--- src/rtl/zbus_pkg.sv ---
package zbus_pkg;

  localparam int CMD_W = 6;

  // one-hot command bit positions
  localparam int CB_RESET   = 0;
  localparam int CB_REQUEST = 1;
  localparam int CB_RELEASE = 2;
  localparam int CB_RUN     = 3;
  localparam int CB_RESTART = 4;
  localparam int CB_STEP    = 5;

  typedef enum logic [1:0] {
    ZS_HALTED     = 2'd0,
    ZS_HALTED_OWN = 2'd1,
    ZS_LIVE       = 2'd2,
    ZS_LIVE_OWN   = 2'd3
  } zstate_e;

  typedef enum logic [2:0] {
    OP_NONE,
    OP_RESET,
    OP_REQUEST,
    OP_RELEASE,
    OP_RUN,
    OP_RESTART,
    OP_STEP
  } op_e;

  typedef enum logic [1:0] {
    PH_IDLE,
    PH_ACK,
    PH_PULSE,
    PH_GAP
  } phase_e;

endpackage

--- src/rtl/zbus_sync.sv ---
module zbus_sync #(
  parameter int   STAGES    = 2,
  parameter logic RESET_VAL = 1'b1
) (
  input  logic clk,
  input  logic rst,
  input  logic d_i,
  output logic q_o
);
  // chain of flops; STAGES must be at least 2
  logic [STAGES-1:0] chain_q;

  always_ff @(posedge clk) begin
    if (rst) chain_q <= {STAGES{RESET_VAL}};
    else     chain_q <= {chain_q[STAGES-2:0], d_i};
  end

  assign q_o = chain_q[STAGES-1];
endmodule

--- src/rtl/zbus_timer.sv ---
module zbus_timer #(
  parameter int TW = 11
) (
  input  logic          clk,
  input  logic          rst,
  input  logic          load_i,
  input  logic [TW-1:0] len_m1_i,
  output logic          zero_o
);
  logic [TW-1:0] cnt_q;

  always_ff @(posedge clk) begin
    if (rst)                cnt_q <= '0;
    else if (load_i)        cnt_q <= len_m1_i;
    else if (cnt_q != '0)   cnt_q <= cnt_q - 1'b1;
  end

  assign zero_o = (cnt_q == '0);
endmodule

--- src/rtl/zbus_cmd_decode.sv ---
module zbus_cmd_decode
  import zbus_pkg::*;
(
  input  logic [CMD_W-1:0] cmd_i,
  input  logic             busy_i,
  output op_e              op_o
);
  always_comb begin
    op_o = OP_NONE;
    if ($onehot(cmd_i)) begin
      if (cmd_i[CB_RESET])        op_o = OP_RESET;
      else if (!busy_i) begin
        if (cmd_i[CB_REQUEST])      op_o = OP_REQUEST;
        else if (cmd_i[CB_RELEASE]) op_o = OP_RELEASE;
        else if (cmd_i[CB_RUN])     op_o = OP_RUN;
        else if (cmd_i[CB_RESTART]) op_o = OP_RESTART;
        else if (cmd_i[CB_STEP])    op_o = OP_STEP;
      end
    end
  end
endmodule

--- src/rtl/zbus_seq.sv ---
module zbus_seq
  import zbus_pkg::*;
#(
  parameter int PULSE_CYCLES = 1250,
  parameter int GAP_CYCLES   = 2,
  parameter int TW           = 11
) (
  input  logic          clk,
  input  logic          rst,
  input  op_e           op_i,
  input  logic          ack_low_i,
  input  logic          tzero_i,
  output logic          t_load_o,
  output logic [TW-1:0] t_len_o,
  output logic          reset_n_o,
  output logic          busreq_n_o,
  output logic          addr_oe_o,
  output zstate_e       state_o,
  output logic          busy_o
);
  localparam logic [TW-1:0] PULSE_M1 = TW'(PULSE_CYCLES - 1);
  localparam logic [TW-1:0] GAP_M1   = TW'(GAP_CYCLES - 1);

  zstate_e state_q, tgt_q;
  phase_e  phase_q;
  logic    rn_q, br_q, oe_q, reen_q;

  // timer load on the accepting edge of a timed command
  always_comb begin
    t_load_o = 1'b0;
    t_len_o  = PULSE_M1;
    if (phase_q == PH_IDLE) begin
      unique case (op_i)
        OP_RUN:     t_load_o = (state_q == ZS_HALTED_OWN);
        OP_RESTART: t_load_o = state_q[1];
        OP_STEP: begin
          t_load_o = (state_q == ZS_LIVE_OWN);
          t_len_o  = GAP_M1;
        end
        default: ;
      endcase
    end
  end

  always_ff @(posedge clk) begin
    if (rst || op_i == OP_RESET) begin
      state_q <= ZS_HALTED;
      tgt_q   <= ZS_HALTED;
      phase_q <= PH_IDLE;
      rn_q    <= 1'b0;
      br_q    <= 1'b1;
      oe_q    <= 1'b0;
      reen_q  <= 1'b0;
    end else begin
      unique case (phase_q)
        PH_IDLE: begin
          unique case (op_i)
            OP_REQUEST: begin
              if (state_q == ZS_HALTED) begin
                br_q    <= 1'b0;
                rn_q    <= 1'b1;
                tgt_q   <= ZS_HALTED_OWN;
                phase_q <= PH_ACK;
              end else if (state_q == ZS_LIVE) begin
                br_q    <= 1'b0;
                tgt_q   <= ZS_LIVE_OWN;
                phase_q <= PH_ACK;
              end
            end
            OP_RELEASE: begin
              if (state_q == ZS_HALTED_OWN) begin
                oe_q    <= 1'b0;
                rn_q    <= 1'b0;
                br_q    <= 1'b1;
                state_q <= ZS_HALTED;
              end else if (state_q == ZS_LIVE_OWN) begin
                oe_q    <= 1'b0;
                br_q    <= 1'b1;
                state_q <= ZS_LIVE;
              end
            end
            OP_RUN: begin
              if (state_q == ZS_HALTED) begin
                rn_q    <= 1'b1;
                state_q <= ZS_LIVE;
              end else if (state_q == ZS_HALTED_OWN) begin
                oe_q    <= 1'b0;
                rn_q    <= 1'b0;
                reen_q  <= 1'b1;
                tgt_q   <= ZS_LIVE_OWN;
                phase_q <= PH_PULSE;
              end
            end
            OP_RESTART: begin
              if (state_q[1]) begin
                rn_q    <= 1'b0;
                reen_q  <= 1'b0;
                tgt_q   <= state_q;
                phase_q <= PH_PULSE;
              end
            end
            OP_STEP: begin
              if (state_q == ZS_LIVE_OWN) begin
                oe_q    <= 1'b0;
                br_q    <= 1'b1;
                tgt_q   <= ZS_LIVE_OWN;
                phase_q <= PH_GAP;
              end
            end
            default: ;
          endcase
        end
        PH_ACK: begin
          if (ack_low_i) begin
            oe_q    <= 1'b1;
            state_q <= tgt_q;
            phase_q <= PH_IDLE;
          end
        end
        PH_PULSE: begin
          if (tzero_i) begin
            rn_q    <= 1'b1;
            state_q <= tgt_q;
            phase_q <= PH_IDLE;
            if (reen_q) oe_q <= 1'b1;
          end
        end
        PH_GAP: begin
          if (tzero_i) begin
            br_q    <= 1'b0;
            phase_q <= PH_ACK;
          end
        end
        default: phase_q <= PH_IDLE;
      endcase
    end
  end

  assign reset_n_o  = rn_q;
  assign busreq_n_o = br_q;
  assign addr_oe_o  = oe_q;
  assign state_o    = state_q;
  assign busy_o     = (phase_q != PH_IDLE);
endmodule

--- src/rtl/zbus_owner_ctrl.sv ---
module zbus_owner_ctrl
  import zbus_pkg::*;
#(
  parameter int PULSE_CYCLES = 1250,
  parameter int GAP_CYCLES   = 2,
  parameter int SYNC_STAGES  = 2
) (
  input  logic             clk,
  input  logic             rst,
  input  logic [CMD_W-1:0] cmd_i,
  input  logic             busack_n_i,
  output logic             reset_n_o,
  output logic             busreq_n_o,
  output logic             addr_oe_o,
  output logic [1:0]       state_o,
  output logic             busy_o
);
  localparam int TMAX = (PULSE_CYCLES > GAP_CYCLES) ? PULSE_CYCLES : GAP_CYCLES;
  localparam int TW   = (TMAX < 2) ? 1 : $clog2(TMAX + 1);

  op_e           op;
  logic          ack_n_s;
  logic          t_load, t_zero;
  logic [TW-1:0] t_len;
  zstate_e       st;

  zbus_sync #(.STAGES(SYNC_STAGES), .RESET_VAL(1'b1)) u_sync (
    .clk (clk),
    .rst (rst),
    .d_i (busack_n_i),
    .q_o (ack_n_s)
  );

  zbus_cmd_decode u_dec (
    .cmd_i  (cmd_i),
    .busy_i (busy_o),
    .op_o   (op)
  );

  zbus_timer #(.TW(TW)) u_timer (
    .clk      (clk),
    .rst      (rst),
    .load_i   (t_load),
    .len_m1_i (t_len),
    .zero_o   (t_zero)
  );

  zbus_seq #(.PULSE_CYCLES(PULSE_CYCLES), .GAP_CYCLES(GAP_CYCLES), .TW(TW)) u_seq (
    .clk        (clk),
    .rst        (rst),
    .op_i       (op),
    .ack_low_i  (!ack_n_s),
    .tzero_i    (t_zero),
    .t_load_o   (t_load),
    .t_len_o    (t_len),
    .reset_n_o  (reset_n_o),
    .busreq_n_o (busreq_n_o),
    .addr_oe_o  (addr_oe_o),
    .state_o    (st),
    .busy_o     (busy_o)
  );

  assign state_o = st;
endmodule

--- config.mk ---
export PLATFORM = sky130hd
export DESIGN_NAME = zbus_owner_ctrl
export DESIGN_NICKNAME = d
export VERILOG_FILES = /design/src/rtl/zbus_pkg.sv /design/src/rtl/zbus_sync.sv /design/src/rtl/zbus_timer.sv /design/src/rtl/zbus_cmd_decode.sv /design/src/rtl/zbus_seq.sv /design/src/rtl/zbus_owner_ctrl.sv
export SDC_FILE = /design/constraint.sdc
export NUM_CORES = 1
export LEC_CHECK = 0
export ABC_AREA = 0
export BUFFER_PORTS_ARGS = -buffer_cell sky130_fd_sc_hd__clkbuf_2
export CORE_UTILIZATION = 25
export CTS_BUF_LIST = sky130_fd_sc_hd__clkbuf_8 sky130_fd_sc_hd__clkbuf_16
export DETAILED_ROUTE_END_ITERATION = 8
export GPL_TIMING_DRIVEN = 1
export PLACE_DENSITY = 0.42
export SYNTH_ARGS = -nofsm -noshare
export SYNTH_HDL_FRONTEND = slang
export SYNTH_SLANG_ARGS = --single-unit
--- constraint.sdc ---
create_clock -name clk -period 4.6 [get_ports clk]
set_input_delay 0.92 -clock clk [delete_from_list [all_inputs] [get_ports clk]]
set_output_delay 0.92 -clock clk [all_outputs]
set_load 0.1 [all_outputs]
==> metrics.txt, run 1 <==
Seq/Total Area, Yosys 0.259; total die area 7450 µm²; initial antenna violation count 0; CTS Buf Count 3; CTS tree built; Avg Inst Size Synth 8.05 µm²; Die Y 86.3 µm; first-pass GRT wire length 7650 µm; Setup TNS 0 ns; VDD IR-drop max 0.0000996 V; layout cells sized above 1 0.128; Vias/cell 4.97; port buffer count 14; site row count 30; CTS sink cnt 23; Post-route DRC 0; minimum clock period 3.69 ns; status complete, no violations; clk_lat worst skew 0.26 ns; Synth Instances 221; CTS Buffer Depth 2; Hold-fix buffers, CTS 0; Most used DFF post-synth dfxtp_1; Yosys warnings 0; P per Cell Area 449 nW/µm²; vias post-DR 1639; syn nets 244; number of distinct library cells after synthesis 56; CP Capture Type flip-flop; asr flop ratio synth 0; Tightest Pin Transition 0.559 ns; H-tree depth 1; DR WL/cell 13.5 µm; gr usage total 0.131; Final Max Tran Viols 0; Pre-antenna DRT Iters 4; grt ovf 0; Core Box Area 6830 µm²; Final Cell Area 2000 µm²; number of synthesized register bits 23; fin crit share 0.802; clk root buf clkbuf_8; clock skew 0.00288 ns; largest net degree at the start of global routing 13; RSZ-0062 raised after global routing false; Cell Count, Final, Fillers Out 330; placed cell count 326; I/O pins 15; clk slew on worst S/H paths 0.08 ns; crit start category primary input; Final HPWL DP 3470 µm; initial core utilization 0.260; Syn-to-layout area delta 12.4%; Slew headroom 0.618; post-cts sizing count 0; class of the most critical setup path in -> reg; Final Wtd Congestion 0.817; Die W 86.3 µm; vias in the first global route 1518; Area after DPL 1950 µm²; static leakage 0.790 nW; endpoints failing hold 0; total wire length 4460 µm; end-of-flow core utilization 0.292; Crit path arrival time 3.89 ns; # setup viols final 0; Crit path required time 4.80 ns; Cell Area, Synth 1780 µm²; Post-synth EDFFs 0; n_diodes 0; Layout Nets 258; DRT iter0 DRCs 75; setup bufs post-CTS 0; total power 0.898 mW; Peak Freq 0.271 GHz; Final ANT Viol Nets 0; max-cap violation count 0; Fill cells 767; worst min path class reg -> reg; largest fanout on the critical path 7
-- through the flow --
stage                     setup slack (ns)  hold slack [ns]
after CTS                            0.908            0.423
final                                0.912            0.420
after global placement               0.681            0.394
after global routing                 0.716            0.436
after floorplan                      0.919            0.389
after detailed placement             0.625            0.402
-- metal layers --
| metal | track usage | part of all wire |
|---|---|---|
| met5 | 0 | 0 |
| met4 | 0.0364 | 0.015 |
| met3 | 0.0248 | 0.035 |
| met2 | 0.200 | 0.46 |
| met1 | 0.187 | 0.49 |
-- sequential cells by signal, indices dropped and copies added (netlist names) --
register	flops
u_sync.chain_q	2
u_seq.reen_q	1
u_seq.state_o	2
u_seq.phase_q	2
u_seq.tgt_q	2
u_seq.reset_n_o	1
u_seq.addr_oe_o	1
u_seq.busreq_n_o	1
u_timer.cnt_q	11
-- synthesized netlist by cell type, drive strengths merged (2+ instances only) --
master	number	share of area
or3	9	0.032
a2111oi	3	0.015
clkbuf	7	0.015
ha	12	0.084
xor2	4	0.020
a31oi	3	0.014
o311ai	2	0.0099
nand3	5	0.014
and3	2	0.0070
o31ai	3	0.013
o21ai	10	0.028
and2	2	0.0084
a211oi	3	0.013
or4	4	0.017
fa	2	0.023
or2	4	0.014
nand2b	3	0.011
nor3	8	0.025
nor2	16	0.034
nor2b	6	0.021
inv	16	0.034
nor4	5	0.026
mux2i	4	0.023
a22oi	2	0.016
a31o	2	0.0099
nand2	18	0.038
xnor2	4	0.020
a21oi	19	0.053
dfxtp	23	0.26
-- area by class of cell --
cell class / instances / area [µm²] / area share
timing repair buffer: 17 / 92.6 / 0.0463
clock inverter: 1 / 3.75 / 0.00188
multi-input combinational: 174 / 1220 / 0.611
tap: 96 / 120 / 0.0601
inverter: 16 / 60.1 / 0.0301
sequential: 23 / 460 / 0.230
clock buffer: 3 / 41.3 / 0.0207
-- power breakdown --
group	internal (mW)	switching [mW]
clock network	0.0596	0.0623
registers	0.239	0.0434
logic	0.183	0.310
total	0.482	0.416
-- cells in the final DEF, fill, tap and decap left out, drive strengths merged, types with 2 or more instances in the layout --
cell type,Yosys,routed
a2111oi,3,3
a211oi,3,3
a21oi,19,19
a22oi,2,2
a31o,2,2
a31oi,3,3
and2,2,2
and3,2,2
buf,1,3
clkbuf,7,17
dfxtp,23,23
fa,2,2
ha,12,12
inv,16,17
mux2i,4,4
nand2,18,18
nand2b,3,3
nand3,5,5
nor2,16,16
nor2b,6,6
nor3,8,8
nor4,5,5
o21ai,10,10
o311ai,2,2
o31ai,3,3
or2,4,4
or3,9,9
or4,4,4
xnor2,4,4
xor2,4,4
-- critical path, stage by stage --
cell and delay [ns]:
clkbuf_2 0.11, inv_1 0.08, ha_1 0.28, inv_1 0.05
fa_1 0.41, inv_1 0.06, ha_1 0.24, or3_1 0.49
a2111oi_0 0.42, o311ai_1 0.19, or4_1 0.50, a21oi_1 0.15
-- logic make-up (layout without fill, tap and decap cells) --
family | after synthesis | in the layout | synth area share
simple gates | 88 | 88 | 0.281
compound gates | 60 | 60 | 0.236
buf+inv | 24 | 37 | 0.0549
flops | 23 | 23 | 0.259
fa+ha+maj | 14 | 14 | 0.107
xor+xnor | 8 | 8 | 0.0394
mux | 4 | 4 | 0.0225
-- worst paths after layout --
kind | cells past startpoint | start | slack [ns] | end
worst min-delay path | 1 | u_sync.chain_q[0] | 0.42 | u_sync.chain_q[1]
worst max-delay path | 12 | cmd_i[4] | 0.91 | u_seq.phase_q[1]
worst max register to register | 8 | u_seq.phase_q[1] | 1.89 | u_seq.phase_q[1]
worst min register to register | 1 | u_sync.chain_q[0] | 0.42 | u_sync.chain_q[1]
Note: power is estimated with default switching activity, not from simulation.
==> run 2: changes to the inputs <==
==> constraint.sdc (replaced) <==
create_clock -name clk -period 3.4 [get_ports clk]
set_input_delay 0.68 -clock clk [delete_from_list [all_inputs] [get_ports clk]]
set_output_delay 0.68 -clock clk [all_outputs]
set_load 0.1 [all_outputs]
==> run 2 against run 1 <==
  * Sequential cell count stayed put
  * Combinational power rose by 43%
  * Power up 41%
  * Clock-buffer cell count unchanged
==> metrics.txt, run 2 (synthesis results as in run 1) <==
Pint 0.676 mW (+40%); vias in the first global route 1655 (+9.0%); static leakage 0.844 nW (+6.8%); CP Capture Type flip-flop; worst hold slack 0.415 ns (-0.00479 ns); Switching Share 0.466 (+0.00260); Crit path arrival time 3.32 ns (-0.57 ns); total die area 7450 µm² (unchanged); clock skew 0.00687 ns (+0.00399 ns); CTS Buf Count 3 (unchanged); RSZ-0062 raised after global routing false; fin crit share 0.918; Slew headroom 0.579 (-0.0385); placed cell count 337 (+3.4%); hold-critical path depth 1 (unchanged); Peak Freq 0.320 GHz; class of the most critical setup path in -> reg; port buffer count 14 (unchanged); internal reg-to-reg setup slack 0.74 ns (-1.15 ns); worst min path class reg -> reg; max reg flops 11 (unchanged); slowest stage cell, crit path or4_1; clk slew on worst S/H paths 0.08 ns (about the same); Core Box Area 6830 µm² (unchanged); Fill cells 756 (-1.4%); # setup viols final 0 (unchanged); grt ovf 0 (unchanged); DR WL/cell 13.8 µm (+2.0%); clk_lat worst skew 0.27 ns (about the same); layout cells sized above 1 0.180 (+0.0514); Setup TNS 0 ns (unchanged); endpoints failing hold 0 (unchanged); Die Y 86.3 µm (unchanged); Worst Reg-to-Reg Cells 9 (+1); reg-to-reg endpoint u_timer.cnt_q[1]; minimum clock period 3.12 ns; setup ws final 0.278 ns (-0.635 ns); total wire length 4700 µm (+5.4%); DRT iter0 DRCs 110 (+47%); Final Max Tran Viols 0 (unchanged); Cell Count, Final, Fillers Out 341 (+3.3%); crit-path cells clkbuf_2 > inv_1 > ha_1 > inv_1 > fa_1 > inv_1 > ha_1 > or3_1 > a2111oi_4 > o311ai_2 > or4_1 > a21oi_1; commonest non-fill, non-tap cell in the layout dfxtp_1; slowest stage delay, CP 0.53 ns (+0.03 ns); Pre-antenna DRT Iters 4 (unchanged); CP most frequent cell inv_1; CTS sink cnt 23 (unchanged); initial antenna violation count 0 (unchanged); Final ANT Viol Nets 0 (unchanged); CTS tree built; Post-route DRC 0 (unchanged); Multi-input gate area 1250 µm² (+2.2%); HP Start u_sync.chain_q[0]; hold endpoint u_sync.chain_q[1]; largest net degree at the start of global routing 14 (+1); Layout Nets 269 (+4.3%); site row count 30 (unchanged); Seq. cell area 460 µm² (unchanged); Comb pwr share 0.557 (+0.008); Top reg by flops u_timer.cnt_q; Net Switching 0.589 mW (+42%); first-pass GRT wire length 8230 µm (+7.7%); largest fanout on the critical path 3 (-4); n_diodes 0 (unchanged); setup bufs post-CTS 0 (unchanged); Vias/cell 4.91 (-1.1%); Hold-fix buffers, CTS 0 (unchanged); P per Cell Area 600 nW/µm² (+34%); I/O pins 15 (unchanged); Worst R2R Start u_seq.phase_q[0]; Crit path required time 3.60 ns (-1.20 ns); initial core utilization 0.260 (unchanged); Final HPWL DP 3630 µm (+4.5%); pre-CTS setup slack -0.0244 ns (-0.649 ns); H-tree depth 1 (unchanged); clk root buf clkbuf_8; vias post-DR 1675 (+2.2%); Final Wtd Congestion 0.811 (-0.69%); clock share of power 0.140 (+0.004); Die W 86.3 µm (unchanged); gr usage total 0.139 (+0.00876); Syn-to-layout area delta 18.6%; post-cts sizing count 0 (unchanged); crit start category primary input; CTS Buffer Depth 2 (unchanged); Flop pwr share 0.303 (-0.012); max-cap violation count 0 (unchanged); VDD IR-drop max 0.000215 V (+120%); Tightest Pin Transition 0.626 ns (+0.0674 ns); most frequent cells in the layout 23 x dfxtp_1, 19 x a21oi_1, 18 x nand2_1, 16 x inv_1, 16 x nor2_1; status complete, no violations
## run 2: cell count changes in the layout (fill, tap and decap cells not counted)
cell       previous run  this run
buf_4                 3        14
a2111oi_0             3         2
a2111oi_4             0         1
clkinv_2              0         1
inv_1                17        16
o311ai_1              2         1
o311ai_2              0         1
## run 2: worst max-delay path, delay by kind of cell
kind                     cells  cell delay (ns)
adder cells (fa/ha/maj)      3             0.91
AO/OA/AOI/OAI                3             0.51
AND/OR/NAND/NOR              2             0.96
buffers and inverters        4             0.26
## run 2: area by class of cell
cell class                      count  area share
Sequential cell                    23       0.218
Inverter                           16      0.0285
Tap cell                           96      0.0570
Timing Repair Buffer               28      0.0831
Multi-Input combinational cell    174       0.591
Clock buffer                        3      0.0196
Clock inverter                      1     0.00237
## run 2: worst max-delay path by stage
stage	start	to	slack (ns)	cells after the start
3_5_place_dp	cmd_i[4]	u_seq.phase_q[1]	-0.02	12
4_1_cts	cmd_i[4]	u_seq.phase_q[1]	0.28	12
3_3_place_gp	cmd_i[4]	u_seq.phase_q[1]	0.05	12
5_1_grt	cmd_i[4]	u_seq.phase_q[1]	0.13	12
6_report	cmd_i[4]	u_seq.phase_q[1]	0.28	12
2_1_floorplan	cmd_i[4]	u_seq.phase_q[1]	0.11	12
## run 2: stage by stage
step / util / instance area (µm²) / total power, mW
after floorplan: - / 1810 / 0.938
after global placement: 0.302 / 2060 / 1.10
after detailed placement: 0.302 / 2060 / 1.09
after CTS: 0.309 / 2110 / 1.28
after global routing: 0.309 / 2110 / 1.37
final: 0.309 / 2110 / 1.27
## run 2: power by group through the flow
| stage | Sequential [mW] | Combinational (mW) | Clock (mW) |
|---|---|---|---|
| 6_report | 0.383 | 0.705 | 0.178 |
| 4_1_cts | 0.383 | 0.705 | 0.188 |
| 3_3_place_gp | 0.390 | 0.711 | 0 |
| 2_1_floorplan | 0.439 | 0.499 | 0 |
| 5_1_grt | 0.391 | 0.784 | 0.196 |
| 3_5_place_dp | 0.389 | 0.700 | 0 |
## run 2: metal layers
metal  part of all wire  vias to the layer above  GRT usage
li1                   -                      857          -
met1               0.49                      768      0.187
met2               0.46                       42      0.226
met3              0.039                        8     0.0257
met4              0.020                        0     0.0439
met5                  0                        -          0
